<file path="src/rtl/asram_pkg.sv">
package asram_pkg;

  typedef enum logic [1:0] {
    SEQ_IDLE    = 2'd0,
    SEQ_WRITE   = 2'd1,
    SEQ_READ    = 2'd2,
    SEQ_RECOVER = 2'd3
  } seq_state_e;

  typedef struct packed {
    logic ce_n;
    logic we_n;
    logic oe_n;
    logic drive;
  } strobe_t;

  // Pin pattern that a sequencer phase presents to the RAM.
  function automatic strobe_t strobes_for(seq_state_e st);
    strobe_t s;
    s = '{ce_n: 1'b1, we_n: 1'b1, oe_n: 1'b1, drive: 1'b0};
    case (st)
      SEQ_WRITE: begin
        s.ce_n  = 1'b0;
        s.we_n  = 1'b0;
        s.drive = 1'b1;
      end
      SEQ_READ: begin
        s.ce_n = 1'b0;
        s.oe_n = 1'b0;
      end
      default: ;
    endcase
    return s;
  endfunction

endpackage

</file>
<file path="src/rtl/asram_reset_sync.sv">
module asram_reset_sync (
  input  logic clk,
  input  logic rst_n,
  output logic rst_sync_n
);

  logic [1:0] sync_q;

  always_ff @(posedge clk or negedge rst_n) begin
    if (!rst_n) begin
      sync_q <= 2'b00;
    end else begin
      sync_q <= {sync_q[0], 1'b1};
    end
  end

  assign rst_sync_n = sync_q[1];

endmodule

</file>
<file path="src/rtl/asram_phase_timer.sv">
module asram_phase_timer #(
  parameter int CNT_W = 2
) (
  input  logic             clk,
  input  logic             rst_n,
  input  logic             load_en,
  input  logic [CNT_W-1:0] load_val,
  output logic             expired
);

  logic [CNT_W-1:0] cnt_q;
  logic [CNT_W-1:0] cnt_d;
  logic             cnt_en;

  always_comb begin
    cnt_d  = cnt_q;
    cnt_en = 1'b0;
    if (load_en) begin
      cnt_d  = load_val;
      cnt_en = 1'b1;
    end else if (cnt_q != '0) begin
      cnt_d  = cnt_q - 1'b1;
      cnt_en = 1'b1;
    end
  end

  always_ff @(posedge clk or negedge rst_n) begin
    if (!rst_n) begin
      cnt_q <= '0;
    end else if (cnt_en) begin
      cnt_q <= cnt_d;
    end
  end

  assign expired = (cnt_q == '0);

  AST_TMR_LOAD_TAKES: assert property (@(posedge clk) disable iff (!rst_n)
    (load_en && load_val != '0) |=> !expired);

endmodule

</file>
<file path="src/rtl/asram_sequencer.sv">
module asram_sequencer
  import asram_pkg::*;
#(
  parameter int ACC_CYC = 2,
  parameter int WP_CYC  = 1,
  parameter int TA_CYC  = 1
) (
  input  logic       clk,
  input  logic       rst_n,
  input  logic       req_valid,
  input  logic       req_write,
  output logic       req_ready,
  output logic       accept,
  output logic       capture,
  output seq_state_e state_d
);

  localparam int MAX_CYC = (ACC_CYC > WP_CYC) ?
                           ((ACC_CYC > TA_CYC) ? ACC_CYC : TA_CYC) :
                           ((WP_CYC > TA_CYC) ? WP_CYC : TA_CYC);
  localparam int CNT_W = $clog2(MAX_CYC + 1);
  localparam logic [CNT_W-1:0] ACC_LD = CNT_W'(ACC_CYC - 1);
  localparam logic [CNT_W-1:0] WP_LD  = CNT_W'(WP_CYC - 1);
  localparam logic [CNT_W-1:0] TA_LD  = CNT_W'(TA_CYC - 1);

  seq_state_e       state_q;
  logic             tmr_load;
  logic [CNT_W-1:0] tmr_val;
  logic             tmr_done;

  asram_phase_timer #(
    .CNT_W (CNT_W)
  ) u_timer (
    .clk      (clk),
    .rst_n    (rst_n),
    .load_en  (tmr_load),
    .load_val (tmr_val),
    .expired  (tmr_done)
  );

  always_comb begin
    state_d  = state_q;
    tmr_load = 1'b0;
    tmr_val  = '0;
    case (state_q)
      SEQ_IDLE: begin
        if (req_valid) begin
          tmr_load = 1'b1;
          if (req_write) begin
            state_d = SEQ_WRITE;
            tmr_val = WP_LD;
          end else begin
            state_d = SEQ_READ;
            tmr_val = ACC_LD;
          end
        end
      end
      SEQ_WRITE, SEQ_READ: begin
        if (tmr_done) begin
          state_d  = SEQ_RECOVER;
          tmr_load = 1'b1;
          tmr_val  = TA_LD;
        end
      end
      SEQ_RECOVER: begin
        if (tmr_done) begin
          state_d = SEQ_IDLE;
        end
      end
      default: state_d = SEQ_IDLE;
    endcase
  end

  always_ff @(posedge clk or negedge rst_n) begin
    if (!rst_n) begin
      state_q <= SEQ_IDLE;
    end else begin
      state_q <= state_d;
    end
  end

  assign req_ready = (state_q == SEQ_IDLE);
  assign accept    = req_ready && req_valid;
  assign capture   = (state_q == SEQ_READ) && tmr_done;

  AST_ACCEPT_LEAVES_IDLE: assert property (@(posedge clk) disable iff (!rst_n)
    accept |=> (state_q == SEQ_WRITE || state_q == SEQ_READ));
  AST_IDLE_VIA_RECOVERY: assert property (@(posedge clk) disable iff (!rst_n)
    $rose(req_ready) |-> $past(state_q) == SEQ_RECOVER);
  AST_CAPTURE_ENDS_READ: assert property (@(posedge clk) disable iff (!rst_n)
    capture |=> state_q == SEQ_RECOVER);

endmodule

</file>
<file path="src/rtl/asram_pin_driver.sv">
module asram_pin_driver
  import asram_pkg::*;
#(
  parameter int ADDR_W = 16,
  parameter int DATA_W = 4
) (
  input  logic              clk,
  input  logic              rst_n,
  input  logic              accept,
  input  logic              capture,
  input  seq_state_e        state_d,
  input  logic [ADDR_W-1:0] req_addr,
  input  logic [DATA_W-1:0] req_wdata,
  input  logic [DATA_W-1:0] mem_dq_in,
  output logic [ADDR_W-1:0] mem_addr,
  output logic              mem_ce_n,
  output logic              mem_we_n,
  output logic              mem_oe_n,
  output logic [DATA_W-1:0] mem_dq_out,
  output logic              mem_dq_oe,
  output logic              rsp_valid,
  output logic [DATA_W-1:0] rsp_rdata
);

  strobe_t           strb_d;
  strobe_t           strb_q;
  logic              strb_en;
  logic [ADDR_W-1:0] addr_q;
  logic [DATA_W-1:0] wdata_q;
  logic [DATA_W-1:0] rdata_q;
  logic              rsp_q;

  always_comb begin
    strb_d  = strobes_for(state_d);
    strb_en = (strb_d != strb_q);
  end

  always_ff @(posedge clk or negedge rst_n) begin
    if (!rst_n) begin
      strb_q <= '{ce_n: 1'b1, we_n: 1'b1, oe_n: 1'b1, drive: 1'b0};
    end else if (strb_en) begin
      strb_q <= strb_d;
    end
  end

  always_ff @(posedge clk or negedge rst_n) begin
    if (!rst_n) begin
      addr_q  <= '0;
      wdata_q <= '0;
    end else if (accept) begin
      addr_q  <= req_addr;
      wdata_q <= req_wdata;
    end
  end

  always_ff @(posedge clk or negedge rst_n) begin
    if (!rst_n) begin
      rdata_q <= '0;
    end else if (capture) begin
      rdata_q <= mem_dq_in;
    end
  end

  always_ff @(posedge clk or negedge rst_n) begin
    if (!rst_n) begin
      rsp_q <= 1'b0;
    end else begin
      rsp_q <= capture;
    end
  end

  assign mem_addr   = addr_q;
  assign mem_ce_n   = strb_q.ce_n;
  assign mem_we_n   = strb_q.we_n;
  assign mem_oe_n   = strb_q.oe_n;
  assign mem_dq_out = wdata_q;
  assign mem_dq_oe  = strb_q.drive;
  assign rsp_valid  = rsp_q;
  assign rsp_rdata  = rdata_q;

  AST_WE_NEEDS_CE: assert property (@(posedge clk) disable iff (!rst_n)
    !strb_q.we_n |-> !strb_q.ce_n);
  AST_WE_OE_EXCLUSIVE: assert property (@(posedge clk) disable iff (!rst_n)
    !strb_q.we_n |-> strb_q.oe_n);
  AST_DRIVE_IN_PULSE: assert property (@(posedge clk) disable iff (!rst_n)
    strb_q.drive |-> !strb_q.we_n);
  AST_OE_AFTER_QUIET_BUS: assert property (@(posedge clk) disable iff (!rst_n)
    $fell(strb_q.oe_n) |-> !$past(strb_q.drive));
  AST_RSP_ONE_CYCLE: assert property (@(posedge clk) disable iff (!rst_n)
    rsp_q |=> !rsp_q);
  AST_ADDR_HELD: assert property (@(posedge clk) disable iff (!rst_n)
    (!strb_q.ce_n && $past(!strb_q.ce_n)) |-> $stable(addr_q));

endmodule

</file>
<file path="src/rtl/asram_ctrl.sv">
module asram_ctrl
  import asram_pkg::*;
#(
  parameter int ADDR_W  = 16,
  parameter int DATA_W  = 4,
  parameter int ACC_CYC = 2,
  parameter int WP_CYC  = 1,
  parameter int TA_CYC  = 1
) (
  input  logic              clk,
  input  logic              rst_n,
  input  logic              req_valid,
  output logic              req_ready,
  input  logic              req_write,
  input  logic [ADDR_W-1:0] req_addr,
  input  logic [DATA_W-1:0] req_wdata,
  output logic              rsp_valid,
  output logic [DATA_W-1:0] rsp_rdata,
  output logic [ADDR_W-1:0] mem_addr,
  output logic              mem_ce_n,
  output logic              mem_we_n,
  output logic              mem_oe_n,
  output logic [DATA_W-1:0] mem_dq_out,
  output logic              mem_dq_oe,
  input  logic [DATA_W-1:0] mem_dq_in
);

  logic       rst_sync_n;
  logic       accept;
  logic       capture;
  seq_state_e state_d;

  asram_reset_sync u_rst (
    .clk        (clk),
    .rst_n      (rst_n),
    .rst_sync_n (rst_sync_n)
  );

  asram_sequencer #(
    .ACC_CYC (ACC_CYC),
    .WP_CYC  (WP_CYC),
    .TA_CYC  (TA_CYC)
  ) u_seq (
    .clk       (clk),
    .rst_n     (rst_sync_n),
    .req_valid (req_valid),
    .req_write (req_write),
    .req_ready (req_ready),
    .accept    (accept),
    .capture   (capture),
    .state_d   (state_d)
  );

  asram_pin_driver #(
    .ADDR_W (ADDR_W),
    .DATA_W (DATA_W)
  ) u_pins (
    .clk        (clk),
    .rst_n      (rst_sync_n),
    .accept     (accept),
    .capture    (capture),
    .state_d    (state_d),
    .req_addr   (req_addr),
    .req_wdata  (req_wdata),
    .mem_dq_in  (mem_dq_in),
    .mem_addr   (mem_addr),
    .mem_ce_n   (mem_ce_n),
    .mem_we_n   (mem_we_n),
    .mem_oe_n   (mem_oe_n),
    .mem_dq_out (mem_dq_out),
    .mem_dq_oe  (mem_dq_oe),
    .rsp_valid  (rsp_valid),
    .rsp_rdata  (rsp_rdata)
  );

  AST_READY_MEANS_STANDBY: assert property (@(posedge clk) disable iff (!rst_sync_n)
    req_ready |-> mem_ce_n);
  AST_TAKEN_STARTS_STROBES: assert property (@(posedge clk) disable iff (!rst_sync_n)
    (req_valid && req_ready) |=> (!mem_ce_n && !req_ready));
  AST_NO_PAD_FIGHT: assert property (@(posedge clk) disable iff (!rst_sync_n)
    mem_dq_oe |-> mem_oe_n);

endmodule

</file>
<file path="config.mk">
export PLATFORM = sky130hd
export DESIGN_NAME = asram_ctrl
export DESIGN_NICKNAME = d
export VERILOG_FILES = /design/src/rtl/asram_pkg.sv /design/src/rtl/asram_reset_sync.sv /design/src/rtl/asram_phase_timer.sv /design/src/rtl/asram_sequencer.sv /design/src/rtl/asram_pin_driver.sv /design/src/rtl/asram_ctrl.sv
export SDC_FILE = /design/constraint.sdc
export NUM_CORES = 1
export LEC_CHECK = 0
export ABC_AREA = 0
export BUFFER_PORTS_ARGS = -buffer_cell sky130_fd_sc_hd__buf_2
export CAP_MARGIN = 15
export CORE_MARGIN = 2
export CORE_UTILIZATION = 50
export CTS_BUF_LIST = sky130_fd_sc_hd__clkbuf_4 sky130_fd_sc_hd__clkbuf_8
export DETAILED_ROUTE_END_ITERATION = 8
export HOLD_SLACK_MARGIN = 0.06
export PLACE_DENSITY = 0.82
export SETUP_SLACK_MARGIN = 0.4
export SLEW_MARGIN = 20
export SYNTH_ARGS = -nofsm -noshare
export SYNTH_HDL_FRONTEND = slang
export SYNTH_SLANG_ARGS = --single-unit
export TNS_END_PERCENT = 50
</file>
<file path="constraint.sdc">
create_clock -name clk -period 1.7 [get_ports clk]
set_clock_uncertainty 0.2 [all_clocks]
set_input_delay 0.085 -clock clk [delete_from_list [all_inputs] [get_ports clk]]
set_output_delay 0.085 -clock clk [all_outputs]
set_load 0.05 [all_outputs]
</file>
# Word-level counts from Yosys, hierarchy flattened
# Cells that the tools add are included.
[totals] latchBits=0 rom_bits=0 memories=0 register_bits=35 output_inout_bits=30 wordCells=46 ramBits=0
[classes] n_eq_ne=6 n_mux=19 reduce_logical=9 n_shift=0 magnitude_cmp=0 mul=0 bitwise_logic=0 div_mod_pow=0 addsub=1
[ops] cell="2-to-1 mux 2 bit" count=8
[ops] cell="2-to-1 mux 1 bit" count=9
[ops] cell="equality test 2 bit (second input constant)" count=3
[ops] cell="one-hot mux 2 bit (3 select lines)" count=1
[ops] cell="equality test 2 x 1 -> 1 bit (second input constant)" count=2
[ops] cell="logical NOT 2 bit" count=2
[ops] cell="!= test 4 bit" count=1
[ops] cell="nonzero test 2 bit" count=2
[ops] cell="OR reduction 2 bit" count=2
[ops] cell="logical AND 1 bit" count=2
[ops] cell="one-hot mux 1 bit (2 select lines)" count=1
[ops] cell="AND reduction 2 bit" count=1
[ops] cell="subtractor 2 x 1 -> 2 bit (second input constant)" count=1

# Longest topological paths before layout
# Gate-level depths: netlist of the first run.
[depth] depth_word=7 mapped_depth=7

# Modules after synthesis
# A second synthesis of the first run with hierarchy kept.
[hier_totals] cells_unflattened=102 hier_area_um2=1516.5
[modules_own_cells] module="asram_pin_driver" instances=1 cells_per_inst=64 area_per_inst_um2=1157.4 seq_area_each_um2=729.4
[modules_own_cells] module="asram_sequencer" instances=1 cells_per_inst=23 area_per_inst_um2=191.4 seq_area_each_um2=50.0
[modules_own_cells] module="asram_phase_timer" instances=1 cells_per_inst=12 area_per_inst_um2=113.9 seq_area_each_um2=50.0
[modules_own_cells] module="asram_reset_sync" instances=1 cells_per_inst=3 area_per_inst_um2=53.8 seq_area_each_um2=50.0

# Worst setup path before layout of the first run
# OpenSTA, ideal clock, no wires.
[synth_path] path_kind="register to register" startpoint="register u_seq.state_q[0]" endpoint="register u_seq.u_timer.cnt_q[0]" slack_ns=-0.330 stages_incl_launch_ff=7 setup_ns=0.147 path_buffers=1 period_less_slack_ns=2.030 required_ns=1.353 t_arrival_ns=1.683 cell_sequence="dfrtp_1 > inv_1 > ha_1 > nand2_1 > buf_2 > o211ai_1 > o311ai_0"
[synth_rtl] element="from (decl)" line="asram_sequencer.sv:26" source="seq_state_e state_q;"
[synth_rtl] element="from (signal assigned)" line="asram_sequencer.sv:78" source="state_q <= state_d;"
[synth_rtl] element="logical NOT 2 bit *"
[synth_rtl] element="via req_ready" line="asram_ctrl.sv:13" source="output logic req_ready,"
[synth_rtl] element="one-hot mux 1 bit (2 select lines)" line="asram_sequencer.sv:45" source="case (state_q)"
[synth_rtl] element="nonzero test 2 bit (no source line) or 2-to-1 mux 1 bit (tied branches)"
[synth_rtl] element="AND reduction 2 bit (no source line)"
[synth_rtl] element="to (signal assigned)" line="asram_phase_timer.sv:31" source="cnt_q <= cnt_d;"
[synth_rtl] element="to (decl)" line="asram_phase_timer.sv:11" source="logic [CNT_W-1:0] cnt_q;"
# The timed path passes the listed nets; every way through them passes the cells marked *.
# A chain may end at the register's enable or synchronous reset.

# Worst setup path after layout of the first run
[layout_path] startpoint="register u_seq.u_timer.cnt_q[1]" endpoint="register u_pins.strb_q (netlist bit u_pins.mem_dq_oe)"
[layout_between] elab_chain_len=7
[layout_lines] element="logical NOT 2 bit *" line="asram_phase_timer.sv:35" source="assign expired = (cnt_q == '0);"
[layout_lines] element="2-to-1 mux 2 bit (on tied branches)" line="asram_sequencer.sv:66, asram_sequencer.sv:59"
[layout_lines] element="one-hot mux 2 bit (3 select lines) *" line="asram_sequencer.sv:45"
[layout_lines] element="equality test 2 x 1 -> 1 bit or equality test 2 bit (tied branches)" line="asram_pkg.sv:21" source="case (st)"
[layout_lines] element="OR reduction 2 bit (no source line)"
[layout_lines] element="2-to-1 mux 1 bit" line="asram_pkg.sv:21"
[layout_lines] element="!= test 4 bit" line="asram_pin_driver.sv:35" source="strb_en = (strb_d != strb_q);"
[layout_lines] element="to (signal assigned)" line="asram_pin_driver.sv:40" source="strb_q <= '{ce_n: 1'b1, we_n: 1'b1, oe_n: 1'b1, drive: 1'b0};"
[layout_lines] element="to (signal assigned)" line="asram_pin_driver.sv:42" source="strb_q <= strb_d;"
[layout_lines] element="to (decl)" line="asram_pin_driver.sv:26" source="strobe_t strb_q;"
# Every way passes the cells marked *; elsewhere a longest branch is shown, timed or not.

==> flow_summary.toml, run 1 <==
[status]
status = "complete, but fails checks"
violations = "negative hold slack, negative setup slack"

[finish]
seq_area_um2 = 882
nNetsFinal = 244
fill_cells = 116
num_antenna_cells = 0
area_delta_synth_final_pct = 66.1
multi_input_area_um2 = 712
drive_gt1_share_pct = 60.0
stdcell_count = 241

[yosys]
synth_seq_area_share_pct = 59.8
synth.avg_cell_area_um2 = 13.6
syn_area_um2 = 1470
ys_seq_elements = 35
synth_cell_types = 23
netlist_instances = 108
yosys_warnings = 0
synth_nets = 143

[die]
die_h_um = 58.2
dieWidth_um = 58.2
coreArea_um2 = 2780
start_util_pct = 52.9
rows = 19
die-area_um2 = 3390
ios = 58

[setup_path]
worst_ep_arrival_time_ps = 1810
path_class = "reg2reg"
critPathCaptureType = "register"
crit_fanout = 7
start_kind = "register"
crit_required_ps = 1720

[timing]
grt_setup_unrepaired = "yes"
fin_crit_ps = 1790
hold_viol = 10
holdWs_ps = -12.7
period_share_pct = 105
tns_ps = -88.1
fmax_mhz = 559
worst_slack_ps = -88.1
setup_violations = 1
slew_viol_final = 0

[global_route]
grt_overflow = 0
first_global_vias = 1332
antenna_found_initial = 0
grt_first_pass_wirelength_mm = 6.18
grt_max_degree = 24
grtUsageTotal_pct = 26.0

[placed_design]
port_buffers = 57
dp_cells = 194
dp_slack_ps = -15.8
detailed_place_hpwl_mm = 2.07
gp_congestion = 0.891

[run]
maxCapViolCount = 0

[clocking]
cts_hold_buffers = 27
cts.path.max_buffers = 2
clock_latency_ps = 350
root_buffer = "clkbuf_4"
cts_buffers = 5
h-tree-depth = 2
clkTransAtPathRegs_ps = 110
tritoncts = "built"
clock-sinks = 35

[drt]
firstDrtPassIters = 4
via_per_inst = 5.21
routed_wl_mm = 4.09
wl_per_cell_um = 17.0
drc = 0
routed-via-count = 1256
drt_iter0_drc = 38
final_antenna_net_count = 0

[min_path]
hold_path.class = "reg2async"
==> timing repair <==
action / CTS / global route
endpoints found under the hold margin: 39 / 10
endpoints found under the setup margin: 36 / 50
resized for setup: 11 / 15
buffers inserted: 5 / 4
gates cloned: 2 / 1
pin swaps: 2 / 3
==> metrics by stage <==
step	utilization [%]	instance area [um2]
after global placement	66.5	1850
after global routing	87.8	2440
after floorplan	-	1540
after detailed placement	66.5	1850
final	87.8	2440
after CTS	83.9	2330
==> path summary, 6_finish.rpt <==
check,from,endpoint,slack (ps),cells past startpoint
worst max-delay path,u_seq.u_timer.cnt_q[1],u_pins.mem_dq_oe,-90,5
worst min-delay path,u_rst.sync_q[1],u_pins.mem_dq_out[1],-10,0
worst max register to register,u_seq.u_timer.cnt_q[1],u_pins.mem_dq_oe,-90,5
worst min register to register,u_rst.sync_q[1],u_pins.mem_dq_out[1],-10,0
max in group asynchronous,u_rst.sync_q[1],u_pins.mem_oe_n,740,1
min in group clk,req_valid,u_seq.u_timer.cnt_q[0],70,3
==> sequential cells by signal (all words and copies together), names as in the netlist <==
register and cells:
u_rst.sync_q 2, u_pins.mem_oe_n 1, u_pins.mem_we_n 1, u_pins.mem_dq_oe 1
u_seq.u_timer.cnt_q 2, u_pins.mem_dq_out 4, u_pins.rsp_rdata 4, u_pins.mem_addr 16
u_seq.state_q 2, u_pins.mem_ce_n 1, u_pins.rsp_valid 1
==> cells in the final DEF (no fill, tap or decap), types with 4 or more instances in the layout <==
| cell | instances |
|---|---|
| buf_4 | 6 |
| dlygate4sd3_1 | 27 |
| mux2_2 | 22 |
| inv_1 | 5 |
| clkbuf_4 | 7 |
| buf_2 | 56 |
| buf_12 | 5 |
| ha_4 | 4 |
| dfrtp_1 | 30 |
==> cells in the mapped netlist, drive strengths merged <==
master | count | share of area, %
dfrtp | 32 | 54
mux2 | 25 | 19
inv | 9 | 2.3
ha | 7 | 6.0
nand2 | 4 | 1.0
a21oi | 3 | 1.0
dfstp | 3 | 5.4
nor2 | 3 | 0.77
o31ai | 3 | 1.5
buf | 2 | 0.68
clkbuf | 2 | 0.51
nor2b | 2 | 0.85
o211ai | 2 | 1.0
o21ai | 2 | 0.68
a211o | 1 | 0.60
a21boi | 1 | 0.51
a222oi | 1 | 0.68
conb | 1 | 0.26
nand2b | 1 | 0.43
o2bb2ai | 1 | 0.60
o311ai | 1 | 0.60
o31a | 1 | 0.60
or2 | 1 | 0.43
==> worst max-delay path: stages, from the launching register on <==
cell and delay, ps:
dfrtp_1 380, inv_1 80, ha_4 200, nand2b_4 150
a211o_1 310, a222oi_1 340
==> cells by family after synthesis <==
| logic type | after synthesis | synth area share (%) |
|---|---|---|
| DFF | 35 | 59.8 |
| muxes | 25 | 19.1 |
| AOI/OAI and AO/OA | 16 | 7.83 |
| buffers and inverters | 13 | 3.49 |
| and+or+nand+nor | 11 | 3.49 |
| adders and majority gates | 7 | 5.96 |
| other | 1 | 0.255 |
==> layout make-up <==
type / count / share of cell area (%)
flip-flops and latches: 35 / 36.1
multi-input cells: 63 / 29.1
repair buffers: 95 / 29.1
clock buffers: 7 / 2.15
inverters: 9 / 1.69
well taps: 31 / 1.59
clock inverters: 1 / 0.205
==> layer usage <==
metal  vias up  GRT usage (%)  share of wire, %
met3        12           7.81               5.9
met1       614           28.7                39
li1        580              -                 -
met2        50           44.5                52
met5         -              0                 0
met4         0           14.6               2.7
Power of run 1 is left out: the tool's default activity adds up to more than one toggle a clock period on the data nets, which glitch-free logic cannot reach.
==> run 2: changes to the inputs <==
--- a/config.mk
+++ b/config.mk
@@ -15,6 +15,7 @@
 export HOLD_SLACK_MARGIN = 0.06
 export PLACE_DENSITY = 0.82
 export SETUP_SLACK_MARGIN = 0.4
+export SKIP_CTS_REPAIR_TIMING = 1
 export SLEW_MARGIN = 20
 export SYNTH_ARGS = -nofsm -noshare
 export SYNTH_HDL_FRONTEND = slang
==> run 2 against run 1 <==
Via count is 4.8% lower. Largest cell class unchanged. Fmax is 2.6% higher. Hold slack worse by 10 ps. Die area stayed put. Global-route usage is 7.1 points lower. First-iteration DRC count is 21% lower. The flow still finishes with violations (negative hold slack, negative setup slack). Register-to-register slack better by 50 ps.
==> flow_summary.toml, run 2 (same netlist as run 1, synthesis figures left out) <==
[status]
status = "complete, but fails checks"
violations = "negative hold slack, negative setup slack"

[finish]
largest_reg_flops = 16
layout_commonest_cell = "buf_2"
multi_input_area_um2 = 706
layout_common_cells = "buf_2, dfrtp_1, dlygate4sd3_1"
num_antenna_cells = 0
area_delta_synth_final_pct = 60.5
nNetsFinal = 235
seq_area_um2 = 881
stdcell_count = 232
fill_cells = 139
final_cell_area_um2 = 2360
drive_gt1_share_pct = 56.2

[timing]
fmax_mhz = 574
hold_viol = 10
fin_crit_ps = 1740
holdWs_ps = -22.7
slew_viol_final = 0
period_share_pct = 102
grt_setup_unrepaired = "yes"
worst_slack_ps = -42.3
setup_violations = 3
tns_ps = -67.9

[setup_path]
r2r_cells = 6
start_kind = "register"
worst-path-buf-inv = 2
critPathCaptureType = "register"
slowest_stage = "dfrtp_1"
r2r_start = "u_seq.u_timer.cnt_q[0]"
critical-path-max-stage-delay_ps = 390
crit_fanout = 7
crit_path_frequent_cell = "inv_1"
crit_family = "adder cells"
path_class = "reg2reg"
r2r_slack_ps = -40
crit_required_ps = 1770
r2r_end = "u_pins.mem_ce_n"
worst_ep_arrival_time_ps = 1810
path_cells = "inv_1 > ha_2 > inv_1 > a21oi_2 > o31ai_2 > ha_1"

[placed_design]
detailed_place_hpwl_mm = 2.07
dp_cells = 194
placed_area_um2 = 1850
gp_congestion = 0.891
port_buffers = 57

[clocking]
root_buffer = "clkbuf_4"
cts_buffers = 5
h-tree-depth = 2
clock-sinks = 35
tritoncts = "built"
cts.path.max_buffers = 2
clkTransAtPathRegs_ps = 110
clock_latency_ps = 340

[min_path]
hold_path.class = "reg2async"

[drt]
firstDrtPassIters = 4
wl_per_cell_um = 16.0
drt_iter0_drc = 30
routed-via-count = 1196
via_per_inst = 5.16
drc = 0
final_antenna_net_count = 0
routed_wl_mm = 3.71

[die]
start_util_pct = 52.9
coreArea_um2 = 2780
rows = 19
die_h_um = 58.2
ios = 58
dieWidth_um = 58.2
die-area_um2 = 3390

[run]
maxCapViolCount = 0

[global_route]
antenna_found_initial = 0
grtUsageTotal_pct = 18.9
grt_max_degree = 24
first_global_vias = 1118
grt_first_pass_wirelength_mm = 4.69
grt_overflow = 0
[run 2: per-stage QoR]
| step | util, % | worst slack (ps) |
|---|---|---|
| global placement | 66.5 | 35.0 |
| detailed placement | 66.5 | -15.8 |
| floorplan | - | 88.7 |
| finish | 84.8 | -42.3 |
| CTS | 68.6 | -37.6 |
| global route | 84.8 | -109 |
[run 2: layout make-up]
| class | instances | share of cell area (%) |
|---|---|---|
| clock buffer | 7 | 2.23 |
| clock inverter | 1 | 0.212 |
| inverter | 9 | 1.43 |
| multi-input combinational | 62 | 29.9 |
| sequential | 35 | 37.3 |
| tap | 31 | 1.64 |
| timing repair buffer | 87 | 27.3 |
[run 2: worst max-delay path by stage]
stage | from | endpoint | slack (ps) | cells past startpoint
3_5_place_dp | u_seq.state_q[1] | u_pins.mem_ce_n | -20 | 5
5_1_grt | u_seq.state_q[0] | u_pins.mem_dq_oe | -110 | 5
6_report | u_seq.u_timer.cnt_q[0] | u_pins.mem_ce_n | -40 | 6
2_1_floorplan | u_seq.state_q[1] | u_pins.mem_ce_n | 90 | 6
4_1_cts | u_seq.state_q[1] | u_pins.mem_ce_n | -40 | 5
3_3_place_gp | u_seq.state_q[1] | u_pins.mem_ce_n | 30 | 5
[run 2: per-layer routing]
metal | wire length (um) | share of wire (%) | track usage (%) | up-vias
met5 | 0 | 0 | 0 | -
met4 | 70 | 1.9 | 12.6 | 0
met3 | 223 | 6.0 | 5.36 | 6
met2 | 1900 | 51 | 30.4 | 49
met1 | 1510 | 41 | 21.9 | 584
li1 | - | - | - | 557
[run 2: worst register-to-register path, delay by kind of cell (launching register included)]
kind	cells	cell delay [ps]
adder cells (fa/ha/maj)	2	520
flip-flops	1	390
buffers and inverters	2	190
AO/OA/AOI/OAI	2	370
Power of run 2 is left out for the same reason.
==> run 3: changes to the inputs <==
==> constraint.sdc (replaced) <==
create_clock -name clk -period 1.7 [get_ports clk]
set_clock_uncertainty 0.2 [all_clocks]
set_input_delay 0.085 -clock clk [delete_from_list [all_inputs] [get_ports clk]]
set_output_delay 0.085 -clock clk [all_outputs]
set_load 0.005 [all_outputs]
==> run 3 against run 2 <==
The flow finishes with violations (negative setup slack). Fmax down 2.1%. Setup slack worse by 37 ps. Count of clock-buffer cells in the layout down 1. Hold slack better by 97 ps. Die area unchanged. Critical endpoint is now u_pins.mem_dq_oe.
==> flow_summary.toml, run 3 (same netlist as run 1, synthesis figures left out) <==
[die]
ios = 58
start_util_pct = 52.9
coreArea_um2 = 2780
die_h_um = 58.2
dieWidth_um = 58.2
rows = 19
die-area_um2 = 3390

[timing]
period_share_pct = 105
setup_violations = 3
fmax_mhz = 562
slew_viol_final = 0
grt_setup_unrepaired = "yes"
worst_slack_ps = -79.7
fin_crit_ps = 1780
tns_ps = -153
hold_viol = 0

[setup_path]
critPathCaptureType = "register"
start_kind = "register"
r2r_cells = 5
r2r_start = "u_seq.state_q[0]"
startpoint = "u_seq.state_q[0]"
r2r_slack_ps = -80
worst_ep_arrival_time_ps = 1800
path_class = "reg2reg"
crit_required_ps = 1720
r2r_end = "u_pins.mem_dq_oe"
crit_fanout = 4
critical_path.endpoint = "u_pins.mem_dq_oe"

[power]
p_switching_mw = 1.52
vdd_drop_max_mv = 1.49
comb_power_share_pct = 55.0
switching_share_pct = 35.9
p_per_area_nw_per_um2 = 1770
clock_power_share_pct = 10.7
p_int_mw = 2.72
power.leakage_nw = 1.20
pwr-share-seq_pct = 34.3

[clocking]
cts.path.max_buffers = 2
h-tree-depth = 2
clock-sinks = 35
tritoncts = "built"
cts_buffers = 5
clkTransAtPathRegs_ps = 100
clock_latency_ps = 340
root_buffer = "clkbuf_4"

[finish]
final_util_pct = 86.1
fill_cells = 139
nNetsFinal = 240
seq_area_um2 = 881
largest_reg_flops = 16
layout_commonest_cell = "buf_2"
area_delta_synth_final_pct = 62.8
final_cell_area_um2 = 2390
num_antenna_cells = 0
multi_input_area_um2 = 752
drive_gt1_share_pct = 56.6
layout_common_cells = "buf_2, dfrtp_1, dlygate4sd3_1"

[drt]
wl_per_cell_um = 16.9
via_per_inst = 5.17
routed_wl_mm = 3.99
routed-via-count = 1221
final_antenna_net_count = 0
drc = 0
drt_iter0_drc = 45
firstDrtPassIters = 6

[run]
maxCapViolCount = 0

[global_route]
antenna_found_initial = 0
grt_max_degree = 34
grt_overflow = 0
first_global_vias = 1023
grtUsageTotal_pct = 18.3
grt_first_pass_wirelength_mm = 4.65

[status]
status = "complete, but fails checks"
violations = "negative setup slack"

[placed_design]
placed_area_um2 = 1890
gp_congestion = 0.883
detailed_place_hpwl_mm = 2.02
dp_slack_ps = -25.5
port_buffers = 57

[min_path]
hold_path.class = "reg2async"
-- run 3: metal layers --
metal | global-route usage [%] | up-vias | part of all wire, %
li1 | - | 568 | -
met1 | 23.8 | 604 | 43
met2 | 28.9 | 44 | 51
met3 | 6.03 | 5 | 4.9
met4 | 5.98 | 0 | 1.1
met5 | 0 | - | 0
-- run 3: cell type report --
type / instances / area share (%)
inverters: 9 / 1.52
repair buffers: 92 / 26.3
flip-flops and latches: 35 / 36.8
clock buffers: 6 / 2.14
well taps: 31 / 1.62
multi-input cells: 62 / 31.4
clock inverters: 1 / 0.209
-- run 3: worst min path at each step --
stage | endpoint | slack [ps] | cells past startpoint
floorplan | u_rst.sync_q[0] | -410 | 0
global route | u_pins.mem_addr[1] | 100 | 3
finish | u_pins.mem_addr[13] | 70 | 1
global placement | u_rst.sync_q[1] | -330 | 1
CTS | u_rst.sync_q[0] | -690 | 1
detailed placement | u_rst.sync_q[1] | -330 | 1
-- run 3: through the flow --
stage          power [mW]  instances  hold slack (ps)
3_3_place_gp         3.07        194             -330
5_1_grt              4.52        236             98.8
3_5_place_dp         3.16        194             -327
6_report             4.24        236             74.5
4_1_cts              3.61        201             -693
2_1_floorplan        2.65        108             -411
-- run 3: power by group through the flow --
stage               registers, mW  clock network (mW)  logic (mW)
finish                       1.45               0.454        2.33
global route                 1.49               0.511        2.52
CTS                          1.43               0.458        1.73
detailed placement           1.45                   0        1.71
global placement             1.42                   0        1.65
floorplan                    1.49                   0        1.16
-- run 3: critical path, cell delays in order, from the launching register on --
cell and delay, ps:
dfrtp_1 440, inv_2 90, ha_4 290, inv_2 40, a211o_1 300, a222oi_1 300
Power figures use the tool's default switching activity.
